`config.mk`:
```
export PLATFORM = sky130hd
export DESIGN_NAME = hsh_front
export DESIGN_NICKNAME = d
export VERILOG_FILES = /design/src/rtl/hsh_pkg.sv /design/src/rtl/hsh_lane_swap.sv /design/src/rtl/hsh_feed.sv /design/src/rtl/hsh_result_q.sv /design/src/rtl/hsh_front.sv
export SDC_FILE = /design/constraint.sdc
export NUM_CORES = 1
export LEC_CHECK = 0
export BUFFER_PORTS_ARGS = -buffer_cell sky130_fd_sc_hd__buf_2
export CORE_UTILIZATION = 50
export DETAILED_ROUTE_END_ITERATION = 10
export GPL_TIMING_DRIVEN = 0
export HOLD_SLACK_MARGIN = 0.08
export PLACE_DENSITY = 0.72
export SYNTH_ARGS = -nofsm -noshare
export SYNTH_HDL_FRONTEND = slang
export SYNTH_HIERARCHICAL = 1
export SYNTH_SLANG_ARGS = --single-unit
export TNS_END_PERCENT = 5
```
`constraint.sdc`:
```
create_clock -name clk -period 24.3 [get_ports clk]
set_clock_uncertainty 0.2 [all_clocks]
set_input_delay 2.43 -clock clk [delete_from_list [all_inputs] [get_ports clk]]
set_output_delay 2.43 -clock clk [all_outputs]
set_load 0.005 [all_outputs]
```
`src/rtl/hsh_pkg.sv`:
```
package hsh_pkg;

  typedef enum logic [1:0] {
    ALG_MD5    = 2'd0,
    ALG_SHA1   = 2'd1,
    ALG_SHA224 = 2'd2,
    ALG_SHA256 = 2'd3
  } hsh_alg_e;

  localparam int DIG_MAX  = 8;
  localparam int WORD_W   = 32;
  localparam int LANES    = 4;

  localparam logic [4:0] A_RST   = 5'h00;
  localparam logic [4:0] A_LENH  = 5'h04;
  localparam logic [4:0] A_LENL  = 5'h08;
  localparam logic [4:0] A_CTRL  = 5'h0C;
  localparam logic [4:0] A_STAT  = 5'h10;
  localparam logic [4:0] A_EN    = 5'h14;
  localparam logic [4:0] A_CLR   = 5'h18;
  localparam logic [4:0] A_RQ    = 5'h1C;

  // digest length in words for each algorithm
  function automatic logic [3:0] dig_count(hsh_alg_e alg);
    case (alg)
      ALG_MD5:    return 4'd4;
      ALG_SHA1:   return 4'd5;
      ALG_SHA224: return 4'd7;
      default:    return 4'd8;
    endcase
  endfunction

  // input lane that feeds output lane j under a given order
  function automatic logic [1:0] src_lane(logic [1:0] order, logic [1:0] j);
    case (order)
      2'd0:    return j;
      2'd1:    return 2'd3 - j;
      2'd2:    return (j == 2'd3) ? 2'd2 : (j == 2'd2) ? 2'd3 : j;
      default: return j ^ 2'd2;
    endcase
  endfunction

endpackage

```
`src/rtl/hsh_lane_swap.sv`:
```
module hsh_lane_swap
  import hsh_pkg::*;
(
  input  logic [1:0]          order_i,
  input  logic [WORD_W-1:0]   word_i,
  output logic [WORD_W-1:0]   word_o
);

  for (genvar j = 0; j < LANES; j++) begin : g_lane
    logic [1:0] src;
    assign src = src_lane(order_i, 2'(j));
    assign word_o[8*j +: 8] = word_i[{src, 3'b000} +: 8];
  end

endmodule

```
`src/rtl/hsh_feed.sv`:
```
module hsh_feed
  import hsh_pkg::*;
#(
  parameter int LEN_W = 64,
  parameter int GUARD = 2
) (
  input  logic                clk_i,
  input  logic                rst_ni,
  input  logic                hold_i,
  input  logic                cfg_we_i,
  input  logic [LEN_W-1:0]    len_bits_i,
  input  logic [1:0]          order_i,
  input  logic                dat_valid_i,
  output logic                dat_ready_o,
  input  logic [WORD_W-1:0]   dat_word_i,
  output logic                core_valid_o,
  input  logic                core_ready_i,
  output logic [WORD_W-1:0]   core_data_o,
  output logic [LANES-1:0]    core_ben_o,
  output logic                core_last_o,
  output logic                wr_err_o
);

  localparam int CW = LEN_W - 2;
  localparam int GW = $clog2(GUARD + 1);

  logic          cfg_q;
  logic [GW-1:0] guard_q;
  logic [CW-1:0] sent_q;
  logic [CW-1:0] need, rem, step;
  logic          full, have, guard_busy, fwd, fire;

  // bytes in the message: ceil(bits / 8)
  assign need       = CW'(len_bits_i[LEN_W-1:3]) + CW'(|len_bits_i[2:0]);
  assign rem        = need - sent_q;
  assign full       = rem >= CW'(LANES);
  assign have       = rem != '0;
  assign guard_busy = guard_q != '0;
  assign fwd        = cfg_q && !hold_i && !guard_busy && have;
  assign step       = full ? CW'(LANES) : CW'(rem[2:0]);

  always_comb begin
    if (hold_i || !cfg_q)  dat_ready_o = 1'b1;
    else if (guard_busy)   dat_ready_o = 1'b0;
    else if (!have)        dat_ready_o = 1'b1;
    else                   dat_ready_o = core_ready_i;
  end

  assign core_valid_o = dat_valid_i && fwd;
  assign fire         = core_valid_o && core_ready_i;
  assign wr_err_o     = dat_valid_i && dat_ready_o && !hold_i && !fwd;
  assign core_last_o  = rem <= CW'(LANES);

  for (genvar k = 0; k < LANES; k++) begin : g_ben
    assign core_ben_o[k] = full || (rem[2:0] > 3'(k));
  end

  hsh_lane_swap u_swap (
    .order_i (order_i),
    .word_i  (dat_word_i),
    .word_o  (core_data_o)
  );

  always_ff @(posedge clk_i) begin
    if (!rst_ni || hold_i) begin
      cfg_q   <= 1'b0;
      guard_q <= '0;
      sent_q  <= '0;
    end else if (cfg_we_i) begin
      cfg_q   <= 1'b1;
      guard_q <= GW'(GUARD);
      sent_q  <= '0;
    end else begin
      if (guard_busy) guard_q <= guard_q - 1'b1;
      if (fire)       sent_q  <= sent_q + step;
    end
  end

  p_guard_r5: assert property (@(posedge clk_i) disable iff (!rst_ni)
    cfg_we_i |=> !dat_ready_o);

  p_unconf_r8: assert property (@(posedge clk_i) disable iff (!rst_ni)
    core_valid_o |-> cfg_q);

  p_ben_shape_r7: assert property (@(posedge clk_i) disable iff (!rst_ni)
    core_valid_o |-> (core_ben_o[0] && (core_last_o || core_ben_o == '1)));

endmodule

```
`src/rtl/hsh_result_q.sv`:
```
module hsh_result_q #(
  parameter int W     = 32,
  parameter int DEPTH = 8
) (
  input  logic                    clk_i,
  input  logic                    rst_ni,
  input  logic                    clr_i,
  input  logic                    load_i,
  input  logic [$clog2(DEPTH+1)-1:0] load_n_i,
  input  logic [DEPTH*W-1:0]      load_data_i,
  input  logic                    pop_i,
  output logic                    empty_o,
  output logic [W-1:0]            head_o
);

  localparam int CW = $clog2(DEPTH + 1);
  localparam int PW = $clog2(DEPTH);

  logic [W-1:0]  mem_q [DEPTH];
  logic [PW-1:0] rptr_q;
  logic [CW-1:0] cnt_q;

  assign empty_o = cnt_q == '0;
  assign head_o  = mem_q[rptr_q];

  always_ff @(posedge clk_i) begin
    if (!rst_ni || clr_i) begin
      rptr_q <= '0;
      cnt_q  <= '0;
    end else if (load_i) begin
      rptr_q <= '0;
      cnt_q  <= load_n_i;
    end else if (pop_i) begin
      rptr_q <= rptr_q + 1'b1;
      cnt_q  <= cnt_q - 1'b1;
    end
  end

  for (genvar i = 0; i < DEPTH; i++) begin : g_mem
    always_ff @(posedge clk_i) begin
      if (load_i) mem_q[i] <= load_data_i[i*W +: W];
    end
  end

  p_load_empty_r9: assert property (@(posedge clk_i) disable iff (!rst_ni)
    load_i |-> empty_o);

  p_pop_dec_r9: assert property (@(posedge clk_i) disable iff (!rst_ni)
    (pop_i && !clr_i && !load_i) |=> (cnt_q == $past(cnt_q) - 1'b1));

  p_cnt_bound_r9: assert property (@(posedge clk_i) disable iff (!rst_ni)
    cnt_q <= CW'(DEPTH));

endmodule

```
`src/rtl/hsh_front.sv`:
```
module hsh_front
  import hsh_pkg::*;
#(
  parameter int GUARD = 2
) (
  input  logic                      clk,
  input  logic                      rst_n,
  input  logic                      bus_sel,
  input  logic                      bus_wr,
  input  logic [4:0]                bus_addr,
  input  logic [31:0]               bus_wdata,
  output logic [31:0]               bus_rdata,
  input  logic                      dat_valid,
  output logic                      dat_ready,
  input  logic [31:0]               dat_word,
  output logic                      core_valid,
  input  logic                      core_ready,
  output logic [31:0]               core_data,
  output logic [3:0]                core_ben,
  output logic                      core_last,
  output logic [1:0]                core_algo,
  input  logic                      dig_valid,
  output logic                      dig_ready,
  input  logic [DIG_MAX*WORD_W-1:0] dig_words,
  output logic                      irq
);

  localparam int LEN_W = 64;
  localparam int QCW   = $clog2(DIG_MAX + 1);

  logic        srst_q;
  logic [31:0] len_hi_q, len_lo_q;
  hsh_alg_e    alg_q;
  logic [1:0]  ord_q;
  logic [3:0]  en_q;
  logic [3:1]  stat_q;
  logic [31:0] rdata_q;

  logic        wr_go, rd_go, wr_cfg, ctrl_we;
  logic        q_empty, rq_rd, rq_pop, rq_err, dig_fire, wr_err;
  logic [31:0] q_head, rd_mux;
  logic [3:0]  stat_vec;
  logic [3:1]  stat_set, stat_clr;
  logic        irq_w;

  assign wr_go    = bus_sel && bus_wr;
  assign rd_go    = bus_sel && !bus_wr;
  assign wr_cfg   = wr_go && !srst_q;
  assign ctrl_we  = wr_cfg && (bus_addr == A_CTRL);
  assign rq_rd    = rd_go && (bus_addr == A_RQ) && !srst_q;
  assign rq_pop   = rq_rd && !q_empty;
  assign rq_err   = rq_rd && q_empty;
  assign dig_ready = q_empty && !srst_q;
  assign dig_fire = dig_valid && dig_ready;

  assign stat_vec = {stat_q, !q_empty};
  assign irq_w    = |(stat_vec & en_q);
  assign irq      = irq_w;
  assign core_algo = alg_q;
  assign bus_rdata = rdata_q;

  assign stat_set = {wr_err, rq_err, dig_fire};
  assign stat_clr = (wr_cfg && bus_addr == A_CLR) ? bus_wdata[3:1] : 3'b000;

  hsh_feed #(.LEN_W(LEN_W), .GUARD(GUARD)) u_feed (
    .clk_i        (clk),
    .rst_ni       (rst_n),
    .hold_i       (srst_q),
    .cfg_we_i     (ctrl_we),
    .len_bits_i   ({len_hi_q, len_lo_q}),
    .order_i      (ord_q),
    .dat_valid_i  (dat_valid),
    .dat_ready_o  (dat_ready),
    .dat_word_i   (dat_word),
    .core_valid_o (core_valid),
    .core_ready_i (core_ready),
    .core_data_o  (core_data),
    .core_ben_o   (core_ben),
    .core_last_o  (core_last),
    .wr_err_o     (wr_err)
  );

  hsh_result_q #(.W(WORD_W), .DEPTH(DIG_MAX)) u_rq (
    .clk_i       (clk),
    .rst_ni      (rst_n),
    .clr_i       (srst_q),
    .load_i      (dig_fire),
    .load_n_i    (QCW'(dig_count(alg_q))),
    .load_data_i (dig_words),
    .pop_i       (rq_pop),
    .empty_o     (q_empty),
    .head_o      (q_head)
  );

  always_comb begin
    case (bus_addr)
      A_RST:   rd_mux = {31'b0, srst_q};
      A_LENH:  rd_mux = len_hi_q;
      A_LENL:  rd_mux = len_lo_q;
      A_CTRL:  rd_mux = {22'b0, ord_q, 6'b0, alg_q};
      A_STAT:  rd_mux = {23'b0, irq_w, 4'b0, stat_vec};
      A_EN:    rd_mux = {28'b0, en_q};
      A_RQ:    rd_mux = rq_pop ? q_head : 32'b0;
      default: rd_mux = 32'b0;
    endcase
  end

  always_ff @(posedge clk) begin
    if (!rst_n) begin
      srst_q   <= 1'b0;
      len_hi_q <= '0;
      len_lo_q <= '0;
      alg_q    <= ALG_MD5;
      ord_q    <= '0;
      en_q     <= '0;
      stat_q   <= '0;
      rdata_q  <= '0;
    end else begin
      if (wr_go && bus_addr == A_RST) srst_q <= bus_wdata[0];
      if (rd_go) rdata_q <= rd_mux;
      if (srst_q) begin
        len_hi_q <= '0;
        len_lo_q <= '0;
        alg_q    <= ALG_MD5;
        ord_q    <= '0;
        en_q     <= '0;
        stat_q   <= '0;
      end else begin
        if (wr_cfg && bus_addr == A_LENH) len_hi_q <= bus_wdata;
        if (wr_cfg && bus_addr == A_LENL) len_lo_q <= bus_wdata;
        if (ctrl_we) begin
          alg_q <= hsh_alg_e'(bus_wdata[1:0]);
          ord_q <= bus_wdata[9:8];
        end
        if (wr_cfg && bus_addr == A_EN) en_q <= bus_wdata[3:0];
        stat_q <= (stat_q & ~stat_clr) | stat_set;
      end
    end
  end

  p_newres_r11: assert property (@(posedge clk) disable iff (!rst_n)
    dig_fire |=> stat_q[1]);

  p_rderr_r10: assert property (@(posedge clk) disable iff (!rst_n)
    rq_err |=> stat_q[2]);

  p_hold_quiet_r2: assert property (@(posedge clk) disable iff (!rst_n)
    srst_q |-> (!core_valid && dat_ready && !dig_ready));

  p_rdata_hold_r13: assert property (@(posedge clk) disable iff (!rst_n)
    !rd_go |=> $stable(bus_rdata));

endmodule

```
======== Word-level counts from Yosys, hierarchy flattened ========
Memory sizes are Yosys's and may differ from the RTL's. A register that Yosys moved wholly into a read port is not among the register bits.
Index checks and enable logic that the tools add are counted.
word-level totals
  bits in registers ....................... 180
  bits in writable memories ............... 256
  bits of input ports ..................... 332
  output and inout port bits .............. 75
  word-level logic and storage cells ...... 117
  memories ................................ 1
cells by class
  $add $sub $neg .......................... 6
  magnitude comparators ................... 6
  equal/unequal tests ..................... 11
  shift-type cells ........................ 4
  muxes and demuxes ....................... 20
  bitwise operators ....................... 5
  reductions and logical operators ........ 50
memories
  name        words  width  rd ports  clocked after Yosys merged registers in  write ports  RTL line            text
  u_rq.mem_q  8      32     1         1                                        8            hsh_result_q.sv:19  logic [W-1:0] mem_q [DEPTH];
operators with widths
  operator                                                                               count
  32-bit one-hot mux with 7 select lines                                                 1
  32-bit by 6-bit indexed part select with 8-bit output                                  4
  61-bit by 1-bit adder with 62-bit output                                               1
  62-bit adder                                                                           1
  62-bit by 3-bit greater-or-equal comparator with 1-bit output (second input constant)  1
  62-bit by 3-bit <= comparator with 1-bit output (second input constant)                1
  62-bit nonzero test                                                                    1
  62-bit subtractor                                                                      1
  32-bit 2-to-1 mux                                                                      1
  1-bit logical AND                                                                      23
  5-bit equality test (second input constant)                                            4
  3-bit 2-to-1 mux                                                                       4
  2-bit one-hot mux with 3 select lines                                                  2
  4-bit one-hot mux with 3 select lines                                                  1
  5-bit by 4-bit equality test with 1-bit output (second input constant)                 2
  4-bit 2-to-1 mux                                                                       2
  2-bit one-hot mux with 2 select lines                                                  2
  2-bit OR reduction                                                                     4
  1-bit zero test                                                                        7
  3-bit by 1-bit > comparator with 1-bit output (second input constant)                  2
  3-bit by 2-bit > comparator with 1-bit output (second input constant)                  2
  1-bit logical OR                                                                       6
  2-bit nonzero test                                                                     3
  5-bit by 3-bit equality test with 1-bit output (second input constant)                 1
  other kinds (17)                                                                       25

======== Depth between registers and ports, before layout ========
  word-level depth ........................ 11
  depth in mapped cells ................... 27
  gate-level depth less buffers ........... 26

======== Hierarchy ========
The synthesis kept the hierarchy.
by module, submodules not included
  module         times used  cells an instance  area each (um2)  seq. area each (um2)
  hsh_result_q   1           414                10182.3          7887.6
  hsh_feed       1           1333               9466.6           1301.2
  hsh_front      1           532                4484.3           2162.1
  hsh_lane_swap  1           65                 873.3            0.0

======== Worst setup path after synthesis ========
OpenSTA, ideal clock, no wires.
  path kind ............................... input -> register
  start point ............................. in dig_valid
  end point ............................... reg u_rq.cnt_q[0]
  setup time .............................. 124 ps
  data arrival time ....................... 8984 ps
  required time ........................... 23976 ps
  slack ................................... 14992 ps
  cell stages on the path ................. 4
  path buffers ............................ 1
  path through ............................ and2_1 -> clkbuf_1 -> mux2i_1 -> nor2_1
on the way
  cells in the longest elaborated chain, start to end .. 2
  elaborated cells between the ends (all ways) .. 3
  those cells by class .................... 1 x mux; 2 x reduce/logical
RTL lines
  element                                                        RTL line            text
  from (decl)                                                    hsh_front.sv:22     input logic dig_valid,
  1-bit logical AND *                                            hsh_front.sv:54     assign dig_fire = dig_valid && dig_ready;
  4-bit 2-to-1 mux / 2-bit nonzero test (equally long branches)  --
  to (signal assigned)                                           hsh_result_q.sv:32  cnt_q <= load_n_i;
  to (signal assigned)                                           hsh_result_q.sv:35  cnt_q <= cnt_q - 1'b1;
  to (decl)                                                      hsh_result_q.sv:21  logic [CW-1:0] cnt_q;
Mark *: on every way between the ends. The rest lies on a longest branch, timed or not.
A chain may end at the register's enable or synchronous reset.

======== Worst setup path in the final report ========
  start point ............................. reg len_lo_q[1]
  end point ............................... out dat_ready
on the way
  cells in the longest elaborated chain, start to end .. 7
RTL lines
  element                                   RTL line          text
  from (decl)                               hsh_front.sv:32   logic [31:0] len_hi_q, len_lo_q;
  from (signal assigned)                    hsh_front.sv:130  if (wr_cfg && bus_addr == A_LENL) len_lo_q <= bus_wdata;
  3-bit OR reduction                        hsh_feed.sv:34    assign need = CW'(len_bits_i[LEN_W-1:3]) + CW'(|len_bits_i[2:0]);
  61-bit by 1-bit adder with 62-bit output  hsh_feed.sv:34
  62-bit subtractor                         hsh_feed.sv:35    assign rem = need - sent_q;
  62-bit nonzero test                       hsh_feed.sv:37    assign have = rem != '0;
  1-bit 2-to-1 mux                          hsh_feed.sv:45    else if (!have) dat_ready_o = 1'b1;
  1-bit 2-to-1 mux                          hsh_feed.sv:44    else if (guard_busy) dat_ready_o = 1'b0;
  1-bit 2-to-1 mux                          hsh_feed.sv:43    if (hold_i || !cfg_q) dat_ready_o = 1'b1;
  to (decl)                                 hsh_front.sv:14   output logic dat_ready,
Every way passes these cells.

==> impl_metrics.csv <==
group,metric,value,unit
detailed_routing,wl_per_cell,25.0,um
critical_path,required,21670,ps
grt,grt_pass1_vias,21200,
sta,rsz0062_at_grt,"no",
pwr,p_int,1.32,mW
logic_synthesis,ys_seq_elements,439,
logic_synthesis,netlist_instances,2344,
grt,antenna_found_initial,20,
clock_network,root_buffer,"clkbuf_16",
critical_path,cp_slowest_cell,"a211oi_1",
sta,period_minus_slack,9480,ps
detailed_routing,postRouteAntennaNets,0,
pwr,p_sw,0.423,mW
finish,nets,3268,
clock_network,hold_buffers,0,
pwr,swShare,0.243,
logic_synthesis,syn-cell-area,25000,um2
floorplan,die_area,50900,um2
floorplan,initial_utilization,0.509,
floorplan,dieHeight,226,um
pwr,power.leakage,11.6,nW
logic_synthesis,ys.warnings.count,6,
grt,grt_overflow_total,0,
grt,track_usage,0.342,
clock_network,post_cts_buffers,0,
critical_path,worstPathCellList,"nor3_1 -> ha_1 -> inv_1 -> ha_1 -> inv_1 -> fa_1 -> nand2b_1 -> a21o_1 -> a211oi_1 -> nor4_1 -> o21ai_0 -> xor2_1 -> nor4_1 -> nand4_1 -> nor3_1 -> and4_1 -> buf_4 -> buf_4 -> buf_4 -> o21ai_1 -> nand2_1 -> buf_2",
detailed_routing,viasPerCell,6.19,
critical_path,critical_path.max_stage_delay,930,ps
detailed_routing,vias,21700,
pwr,seq_power_share,0.485,
floorplan,core_area,49200,um2
pwr,total_power,1.74,mW
place,place.gp.congestion,0.986,
clock_network,cts_resized,0,
outcome,outcome,"complete, no violations",
clock_network,cts.sinks,439,
clock_network,clockBufferDepth,3,
pwr,peakVddDrop,0.0665,mV
pwr,p_per_area,58.9,nW/um2
clock_network,path_clk_slew,60,ps
logic_synthesis,avgSynthCellArea,10.7,um2
sta,finalSetupTns,0,ps
critical_path,arrival,6850,ps
detailed_routing,drt_pass1_iterations,6,
pwr,power_frac_clock,0.403,
sta,tightest_slew,1120,ps
sta,setup_viol,0,
logic_synthesis,synth_cell_types,88,
grt,grt_max_degree,77,
logic_synthesis,synth_edf_count,256,
clock_network,cts_tree,"yes",
critical_path,endpoint_kind,"output pin",
floorplan,io_pins,407,
detailed_routing,routed_wl,87600,um
pwr,combinationalPowerShare,0.112,
place,dp_hpwl,70600,um
grt,grt_pass1_wl,130000,um
floorplan,rows,81,
finish,layout-drive-gt1-share,0.226,
logic_synthesis,synthArstFlopShare,0,
critical_path,setup.worst_path.start_class,"flip-flop",
worst_hold_path,min_path_type,"reg -> reg",
critical_path,critical_path.most_common_cell,"buf_4",
critical_path,path_buf_inv,6,
critical_path,critical_path_peak_fanout,10,
finish,area.growth.synth_to_final,17.9,%
sta,max_freq,106,MHz
sta,hold_viol,0,
logic_synthesis,ys.flop_type,"edfxtp_1",
place,placed_cell_area,28000,um2
sta,maxSlewHeadroom,0.251,
place,io_buffers,404,
clock_network,htreeDepth,2,
detailed_routing,drt_iter0_drc,1947,
clock_network,cts_buffers,46,
run,drv_cap,0,
critical_path,cp_top_family,"simple AND/OR/NAND/NOR gates",
logic_synthesis,synth_seq_area_share,0.454,
detailed_routing,drc,0,
floorplan,die_x,226,um
critical_path,critical_path_class,"reg -> out",
sta,drv_slew,0,
finish,final_cell_area,29500,um2
logic_synthesis,syn_nets,2812,
finish,final_util,0.600,
sta,post-route-period-util,0.390,
clock_network,worstSkewPairLatency,610,ps
-- final timing paths --
| path | from | end | slack [ps] | cells after the start |
|---|---|---|---|---|
| hold reg to reg | u_feed/guard_q[0] | u_feed/guard_q[0] | 250 | 1 |
| setup reg to reg | len_lo_q[1] | u_feed/sent_q[54] | 15510 | 27 |
| hold / removal | u_feed/guard_q[0] | u_feed/guard_q[0] | 250 | 1 |
| setup / recovery | len_lo_q[1] | dat_ready | 14820 | 22 |
-- worst register-to-register path, delay by kind of cell (launching register included) --
family          cells  cell delay, ps
simple gates       11            3640
compound gates      4            1780
fa+ha+maj           5            1330
buf+inv             5            1070
flops               1             320
mux                 1             220
xor+xnor            1             140
-- state kept, by name, summed over array words and instances (netlist names), 3 cells and up, named ones only --
| signal | flops |
|---|---|
| u_feed/sent_q | 62 |
| u_rq/cnt_q | 4 |
| bus_rdata | 32 |
| len_hi_q | 32 |
| len_lo_q | 32 |
| en_q | 4 |
| u_rq/rptr_q | 3 |
| stat_q | 3 |
| u_rq/mem_q | 256 |
-- synthesized netlist by cell type (all sizes together), types with 5 or more instances --
library cell	n	area [um2]
edfxtp	256	7690
ha	134	1680
dfxtp	183	3660
nand2b	10	62.6
o21a	27	203
clkbuf	85	319
nand4	62	388
and3	11	68.8
o31ai	20	150
a22oi	30	225
nor3	37	190
nor2	124	465
o2bb2ai	5	43.8
mux2	38	428
or4	37	278
a21o	18	135
a211o	7	61.3
buf	58	393
and4	16	140
xnor2	16	140
a22o	7	61.3
o211ai	15	113
a221oi	5	43.8
o21ai	84	432
a211oi	15	130
nor4b	7	76.3
xor2	17	149
or2	6	37.5
a221o	29	290
or3	22	138
mux4	89	2190
and2	19	119
nand4b	6	52.6
nor4	37	231
a31oi	14	93.8
nor2b	14	87.6
nand2	318	1190
a2111oi	6	66.3
a21oi	192	972
mux2i	57	571
inv	97	364
o22ai	5	31.3
nand3	34	170
o21bai	7	52.6
a21boi	14	105
-- routing by layer --
metal | up-vias | share of wire | GRT usage
li1 | 9904 | - | -
met1 | 10600 | 0.40 | 0.429
met2 | 979 | 0.48 | 0.578
met3 | 203 | 0.080 | 0.0756
met4 | 26 | 0.035 | 0.125
met5 | - | 0.0018 | 0
-- cell type report --
| cell class | count | area (um2) |
|---|---|---|
| Fill cell | 4154 | 19700 |
| Multi-Input combinational cell | 1665 | 12600 |
| Sequential cell | 439 | 11400 |
| Timing Repair Buffer | 408 | 2120 |
| Clock buffer | 64 | 1310 |
| Tap cell | 664 | 831 |
| Buffer | 143 | 712 |
| Inverter | 97 | 364 |
| Clock inverter | 19 | 201 |
| Antenna cell | 6 | 15.0 |
-- cell usage in the layout, fill, tap and decap left out, types with 20 or more instances in the layout --
cell type and n:
nor4_1 37, buf_2 436, clkbuf_1 94, nand2_1 318, dfxtp_1 183, o31ai_1 20
or3_1 22, nor2_1 124, or4_1 37, o21ai_0 68, nor3_1 36, nand4_1 62
ha_1 134, nand3_1 34, clkbuf_16 47, mux2i_1 57, mux4_2 40, edfxtp_1 256
a22oi_1 30, mux4_1 49, inv_1 97, a221o_1 29, a21oi_1 189, mux2_2 38
o21a_1 27
-- kinds of logic after synthesis --
kind of cell | synth area share
xor+xnor | 0.0116
fa+ha+maj | 0.0686
simple gates | 0.152
buf+inv | 0.0430
mux | 0.127
compound gates | 0.143
flops | 0.454
-- per-stage QoR --
stage	worst slack, ps	hold slack, ps	cells
global route	14680	273	3504
CTS	15010	251	3499
detailed placement	15650	243	3416
floorplan	14990	220	2344
finish	14820	252	3505
global placement	13220	230	3412
-- power by group through the flow --
stage	Clock (mW)	Combinational [mW]	Sequential (mW)
2_1_floorplan	0	0.108	0.865
3_3_place_gp	0	0.183	0.871
3_5_place_dp	0	0.190	0.859
4_1_cts	0.708	0.191	0.843
5_1_grt	0.734	0.208	0.845
6_report	0.700	0.195	0.843
Power figures use the tool's default switching activity.
